--- src/rtl/rf_pulse_seq.sv ---
`timescale 1ns/1ps
module rf_pulse_seq #(
  parameter int LEN_W  = 32,
  parameter int ACC_W  = 32,
  parameter int ADDR_W = 8,
  parameter int SMP_W  = 14
) (
  input  logic                    clk,
  input  logic                    rst_n,
  input  logic [7:0]              ctrl,
  input  logic [ACC_W-1:0]        phase_inc,
  input  logic [LEN_W-1:0]        len_on1,
  input  logic [LEN_W-1:0]        len_gap,
  input  logic [LEN_W-1:0]        len_on2,
  input  logic [LEN_W-1:0]        len_rest,
  input  logic                    fifo_empty,
  output logic signed [SMP_W-1:0] rf_out,
  output logic                    trig_out,
  output logic signed [SMP_W-1:0] sine_out
);
  localparam int HALF = 2 ** (ADDR_W - 1);
  localparam int FS   = 2 ** (SMP_W - 1) - 1;
  localparam int SH   = SMP_W - 1 - 2 * (ADDR_W - 2);

  localparam logic [2:0] S_IDLE = 3'd0, S_ON1 = 3'd1, S_GAP = 3'd2,
                         S_ON2  = 3'd3, S_REST = 3'd4, S_HOLD = 3'd5;

  function automatic logic signed [SMP_W-1:0] shape(input logic [ADDR_W-1:0] a);
    int x, y;
    x = int'(a[ADDR_W-2:0]);
    y = (x * (HALF - x)) <<< SH;
    if (y > FS) y = FS;
    return a[ADDR_W-1] ? SMP_W'(-y) : SMP_W'(y);
  endfunction

  logic [ACC_W-1:0]        acc;
  logic signed [SMP_W-1:0] sine_q;

  always_ff @(posedge clk or negedge rst_n)
    if (!rst_n) begin
      acc    <= '0;
      sine_q <= '0;
    end else begin
      acc    <= acc + phase_inc;
      sine_q <= shape(acc[ACC_W-1 -: ADDR_W]);
    end

  logic [2:0]       st;
  logic [LEN_W-1:0] cnt, l_gap, l_on2, l_rest;
  logic             z_on1, z_on2, go_q;

  wire go_edge   = ctrl[0] & ~go_q;
  wire last      = (cnt[LEN_W-1:1] == '0);
  wire repeat_ok = ~ctrl[7] | fifo_empty;
  wire load      = (st == S_IDLE && go_edge) ||
                   (st == S_REST && last && ctrl[1] && repeat_ok) ||
                   (st == S_HOLD && repeat_ok);

  always_ff @(posedge clk or negedge rst_n)
    if (!rst_n) begin
      l_gap  <= '0;
      l_on2  <= '0;
      l_rest <= '0;
      z_on1  <= 1'b1;
      z_on2  <= 1'b1;
    end else if (load) begin
      l_gap  <= len_gap;
      l_on2  <= len_on2;
      l_rest <= len_rest;
      z_on1  <= (len_on1 == '0);
      z_on2  <= (len_on2 == '0);
    end

  always_ff @(posedge clk or negedge rst_n)
    if (!rst_n) begin
      st   <= S_IDLE;
      cnt  <= '0;
      go_q <= 1'b0;
    end else begin
      go_q <= ctrl[0];
      if (load) begin
        st  <= S_ON1;
        cnt <= len_on1;
      end else begin
        case (st)
          S_ON1:  if (last) begin st <= S_GAP;  cnt <= l_gap;  end else cnt <= cnt - 1'b1;
          S_GAP:  if (last) begin st <= S_ON2;  cnt <= l_on2;  end else cnt <= cnt - 1'b1;
          S_ON2:  if (last) begin st <= S_REST; cnt <= l_rest; end else cnt <= cnt - 1'b1;
          S_REST: if (last) st <= ctrl[1] ? S_HOLD : S_IDLE; else cnt <= cnt - 1'b1;
          default: ;
        endcase
      end
    end

  wire win = (st == S_ON1 && !z_on1) || (st == S_ON2 && !z_on2);

  assign trig_out = win & ctrl[2];
  assign rf_out   = (win & ~ctrl[2]) ? sine_q : '0;
  assign sine_out = sine_q;
endmodule


--- config.mk ---
export PLATFORM = sky130hd
export DESIGN_NAME = rf_pulse_seq
export DESIGN_NICKNAME = d
export VERILOG_FILES = /design/src/rtl/rf_pulse_seq.sv
export SDC_FILE = /design/constraint.sdc
export NUM_CORES = 1
export LEC_CHECK = 0
export CAP_MARGIN = 15
export CORE_ASPECT_RATIO = 1.75
export CORE_UTILIZATION = 35
export CTS_CLUSTER_DIAMETER = 150
export DETAILED_ROUTE_END_ITERATION = 10
export PLACE_DENSITY = 0.57
export SLEW_MARGIN = 20
export SYNTH_ARGS = -nofsm -noshare
export SYNTH_HDL_FRONTEND = slang
export SYNTH_SLANG_ARGS = --single-unit
export TNS_END_PERCENT = 10
--- constraint.sdc ---
create_clock -name clk -period 7.25 [get_ports clk]
set_clock_uncertainty 0.2 [all_clocks]
set_input_delay 1.0875 -clock clk [delete_from_list [all_inputs] [get_ports clk]]
set_output_delay 1.0875 -clock clk [all_outputs]
set_load 0.02 [all_outputs]
# Word level (Yosys, flattened, before mapping)
# Cells that the tools add are included.
[word_totals] reg_bits=180 latchBits=0 ramBits=0 romBits=0 input_bits=171 output_inout_bits=29 n_memories=0
[op_classes] add_sub_neg=4 multipliers=1 div_mod_pow=0 order_cmp=1 n_eq_ne=10 n_shift=0 n_mux=16 n_bitwise=7 n_reduce_logical=19
[op_table] op="$mux 32" count=5
[op_table] op="$pmux 32 s4" count=1
[op_table] op="$logic_not 32->1" count=2
[op_table] op="$mux 14" count=3
[op_table] op="$add 32x32->32" count=1
[op_table] op="$sub 32x1->32 const B" count=1
[op_table] op="$logic_not 31->1" count=1
[op_table] op="$gt 18x14->1 const B" count=1
[op_table] op="$mux 3" count=6
[op_table] op="$mul 8x9->17" count=1
[op_table] op="$ne 3x3->1 const B" count=5
[op_table] op="$neg 14->14" count=1
[op_table] op="$pmux 3 s4" count=1
[op_table] op="$sub 8x7->9 const A" count=1
[op_table] op="$logic_and 1x1->1" count=7
[op_table] op="$eq 3x2->1 const B" count=2
[op_table] op="$eq 3x3->1 const B" count=2
[op_table] op="$reduce_and 5->1" count=1
[op_table] op="$reduce_bool 5->1" count=1
[op_table] op="$and 1x1->1" count=3
[op_table] op="$eq 3x1->1 const B" count=1
[op_table] op="$logic_not 3->1" count=1
[op_table] op="$logic_or 1x1->1" count=3
[op_table] op="$not 1->1" count=3
[op_table] op="other kinds (3)" count=4

# Logic depth before layout (Yosys ltp)
[depth] ltp_word=8 mapped_depth=23

# Worst setup path before layout
# No wires, ideal clock.
[synth_timing] kind="register to register" start="register acc[24]" end="register sine_q[10], in the netlist sine_out[10]" setup_time_ns=0.111 arrival_ns=5.998 required_ns=6.939 setup_slack_ns=0.940 path_stages_with_launch=23 path_buffers=2 path_cell_list="dfrtp_1 clkbuf_1 clkinv_1 ha_1 nor3b_1 nor3b_1 ha_1 nor2b_1 fa_1 fa_1 fa_1 inv_1 fa_1 inv_1 ha_1 o21a_1 o21a_1 o2111a_1 a2111oi_4 nand4_4 and3_1 buf_6 a2111oi_2"
[synth_via] elab_chain_len=6
[synth_lines] item="start: declaration" line="36" source="logic [ACC_W-1:0] acc;"
[synth_lines] item="start signal: assignment" line="44" source="acc <= acc + phase_inc;"
[synth_lines] item="$sub 8x7->9" line="31" source="y = (x * (HALF - x)) <<< SH;"
[synth_lines] item="$mul 8x9->17 (*)" line="31"
[synth_lines] item="$gt 18x14->1" line="32" source="if (y > FS) y = FS;"
[synth_lines] item="$mux 14 (*)" line="32"
[synth_lines] item="$neg 14->14" line="33" source="return a[ADDR_W-1] ? SMP_W'(-y) : SMP_W'(y);"
[synth_lines] item="$mux 14 (*)" line="33"
[synth_lines] item="end signal: assignment" line="45" source="sine_q <= shape(acc[ACC_W-1 -: ADDR_W]);"
[synth_lines] item="end: declaration" line="37" source="logic signed [SMP_W-1:0] sine_q;"
# Every way passes the cells marked *; elsewhere a longest branch is shown, timed or not.
# A chain may end at the register's enable or synchronous reset.

# Worst setup path in the final report
[layout_timing] start="register acc[24]" end="register sine_q[7], in the netlist sine_out[7]"
# The elaborated chain is that of the path after synthesis.

==> flow_summary.yaml <==
flow_run:
  drv_cap: 0
synthesis:
  syn_area_um2: 12500
  asyncSetResetFlopFracSynth: 1.00
  synth-edff-count: 0
  syn_inst: 1268
  synth_cell_types: 79
  syn_area_per_cell_um2: 9.87
  portion_of_the_post_synthesis_area_used_by_sequential_elements: 0.360
  yosysWarningCount: 0
  synth_flop_cell: "sky130_fd_sc_hd__dfrtp_1"
  ys_ff_latch: 180
hold_path:
  worst_min_path_class: "reg -> reg"
  hold_path_end: "acc[0]$_DFF_PN0_"
  hold_path_depth: 1
  hold_path.startpoint: "acc[0]$_DFF_PN0_"
global_routing:
  grtUsageTotal: 0.206
  largest_net_degree_at_the_start_of_global_routing: 86
  grt_pass1_vias: 10900
  number_of_antenna_violations_at_the_first_check_in_global_routing: 5
  grt-ovfl-total: 0
  grt_first_pass_wirelength_um: 58200
placement:
  gpl.final_weighted_congestion: 0.924
  hpwl_um: 28400
  placement.io_buffers: 195
  pre_cts_slack_ns: 0.211
detailed_routing:
  drt-initial-drc-count: 446
  ant_nets: 0
  met3_wirelength_from_detailed_routing_um: 1500
  route.detailed.vias_per_inst: 5.38
  highest-signal-layer: "met5"
  wl_per_cell_um: 19.1
  detail_route.first_pass.iterations: 5
  met2_length_um: 20000
  routed-via-count: 10300
  route.detailed.drc: 0
  routed_wl_um: 36800
  wl_met1_um: 14000
timing:
  setup_repair_after_global_routing_missed_its_margin: "false"
  worst_slew_margin_rel: 0.275
  fin_crit_sh: 0.940
  totalNegativeSetupSlack_ns: 0
  timing.final.max_slew_violations: 0
  fmaxAchievable_mhz: 147
  final-setup-viol-count: 0
  postLayoutSetupSlackWorst_ns: 0.431
  finalHoldViolations: 0
  timing_worst_slew_pin_value_ns: 1.08
  period_minus_slack_ns: 6.82
  post_route_worst_hold_slack_ns: 0.276
layout:
  multi_input_area_um2: 7450
  syn_to_final_growth_pct: 24.3
  nNetsFinal: 1729
  mostFrequentLayoutCell: "sky130_fd_sc_hd__clkdlybuf4s50_1"
  filler_cell_count: 3399
  antennaDiodeCount: 0
  final_cell_mix: "sky130_fd_sc_hd__clkdlybuf4s50_1, sky130_fd_sc_hd__dfrtp_1, sky130_fd_sc_hd__mux2_1, sky130_fd_sc_hd__nor2_1, sky130_fd_sc_hd__ha_1"
  ff_latch_area_um2: 4510
  layout-drive-gt1-share: 0.0604
floorplanning:
  ioPinCount: 200
  die_w_um: 145
  num_rows: 91
  fp.dieH_um: 252
  floorplan.core_area_um2: 35200
  dieArea_um2: 36500
  initial_core_util: 0.356
clock_network:
  clock_input_transition_at_the_sequential_cells_of_the_worst_setup_and_hold_paths_ns: 0.07
  post_cts_hold_buffer_count: 0
  worstSkewPairLatency_ns: 0.45
  cts_tree: "built"
  max-clock-path-buffers: 2
  clock-root-buffer: "sky130_fd_sc_hd__clkbuf_16"
  tritoncts.num_buffers: 17
  cts-htree-levels: 4
  clkSinkCount: 180
setup_path:
  regToRegSetupSlack_ns: 0.43
  critical_path_class: "reg -> reg"
  r2r_start: "acc[24]$_DFF_PN0_"
  crit_arrival_ns: 6.93
  rr_endpoint: "sine_out[7]$_DFF_PN0_"
  start_kind: "register"
  crit_path_max_fanout: 11
  worst-r2r-cell-count: 21
  required_ns: 7.36
  setup.worst_path.end_class: "register"
run_status:
  outcome: "finished, final reports clean"
timing repair:
item,in CTS,in global routing
endpoints found under the setup margin,0,1
buffers inserted,0,0
gates resized for setup,0,2
Yosys cell counts (18+ instances only):
master	n	share of area
sky130_fd_sc_hd__nor2b_1	28	0.014
sky130_fd_sc_hd__o22ai_1	20	0.010
sky130_fd_sc_hd__a21oi_1	66	0.026
sky130_fd_sc_hd__mux2_1	94	0.085
sky130_fd_sc_hd__nor4_1	29	0.014
sky130_fd_sc_hd__xor2_1	21	0.015
sky130_fd_sc_hd__xnor2_1	27	0.019
sky130_fd_sc_hd__mux2_2	18	0.016
sky130_fd_sc_hd__nor3_1	28	0.011
sky130_fd_sc_hd__o21ai_1	25	0.010
sky130_fd_sc_hd__nor2_1	91	0.027
sky130_fd_sc_hd__and2_1	27	0.013
sky130_fd_sc_hd__nand2_1	76	0.023
sky130_fd_sc_hd__clkbuf_1	32	0.0096
sky130_fd_sc_hd__ha_1	81	0.081
sky130_fd_sc_hd__o21ai_0	35	0.014
sky130_fd_sc_hd__inv_1	69	0.021
sky130_fd_sc_hd__fa_1	31	0.050
sky130_fd_sc_hd__dfrtp_1	178	0.36
sequential cells by signal (all words and copies together), names as in the netlist:
name,flops
cnt,32
st,3
l_on2,32
z_on2,1
acc,32
l_rest,32
go_q,1
l_gap,32
z_on1,1
sine_out,14
worst max path at each step:
stage	start	slack (ns)	depth (start not counted)	endpoint
6_report	acc[24]$_DFF_PN0_	0.43	21	sine_out[7]$_DFF_PN0_
5_1_grt	acc[24]$_DFF_PN0_	0.02	20	sine_out[7]$_DFF_PN0_
4_1_cts	acc[24]$_DFF_PN0_	0.22	21	sine_out[7]$_DFF_PN0_
3_5_place_dp	acc[24]$_DFF_PN0_	0.21	21	sine_out[7]$_DFF_PN0_
3_3_place_gp	acc[24]$_DFF_PN0_	0.31	21	sine_out[7]$_DFF_PN0_
2_1_floorplan	acc[24]$_DFF_PN0_	0.94	22	sine_out[10]$_DFF_PN0_
kinds of logic (layout without fill, tap and decap cells):
| kind of cell | Yosys count | in the layout | synth area share |
|---|---|---|---|
| adder cells (fa/ha/maj) | 112 | 112 | 0.131 |
| XOR/XNOR | 48 | 48 | 0.0336 |
| AO/OA/AOI/OAI | 293 | 293 | 0.160 |
| flip-flops | 180 | 180 | 0.360 |
| other | 1 | 8 | 0.000300 |
| multiplexers | 126 | 126 | 0.112 |
| AND/OR/NAND/NOR | 378 | 378 | 0.156 |
| buffers and inverters | 130 | 313 | 0.0472 |
final cells by class:
class                      count  area share
inverter                      70      0.0169
clock buffer                  19      0.0285
sequential                   180       0.290
timing repair buffer         212       0.134
clock inverter                12      0.0146
multi-input combinational    965       0.479
tap                          465      0.0374
per-layer routing:
layer  track usage  vias to the layer above
li1              -                     4946
met1         0.218                     5047
met2         0.391                      270
met3        0.0379                       69
met4        0.0918                       10
met5             0                        -
critical path: stages (launching register included):
cell and delay, ns:
sky130_fd_sc_hd__dfrtp_1 0.50, sky130_fd_sc_hd__buf_4 0.22, sky130_fd_sc_hd__nor3_1 0.26, sky130_fd_sc_hd__nor3b_1 0.33, sky130_fd_sc_hd__ha_1 0.32, sky130_fd_sc_hd__nand2b_1 0.17, sky130_fd_sc_hd__fa_1 0.45, sky130_fd_sc_hd__fa_1 0.50
sky130_fd_sc_hd__inv_1 0.06, sky130_fd_sc_hd__fa_1 0.54, sky130_fd_sc_hd__inv_1 0.06, sky130_fd_sc_hd__fa_1 0.54, sky130_fd_sc_hd__inv_1 0.04, sky130_fd_sc_hd__ha_1 0.33, sky130_fd_sc_hd__o21a_1 0.12, sky130_fd_sc_hd__o31a_1 0.14
sky130_fd_sc_hd__o21a_1 0.23, sky130_fd_sc_hd__o2111a_1 0.27, sky130_fd_sc_hd__a2111oi_4 0.37, sky130_fd_sc_hd__nand4_4 0.22, sky130_fd_sc_hd__and3_2 0.37, sky130_fd_sc_hd__a2111oi_1 0.44
through the flow:
stage | instance area [um2] | util | instances
3_5_place_dp | 14900 | 0.423 | 1892
4_1_cts | 15500 | 0.442 | 1923
6_report | 15600 | 0.442 | 1923
2_1_floorplan | 12500 | - | 1275
3_3_place_gp | 14900 | 0.423 | 1892
5_1_grt | 15600 | 0.442 | 1923
Power is left out: the tool's default activity adds up to more than one toggle a clock period on the data nets, which glitch-free logic cannot reach.
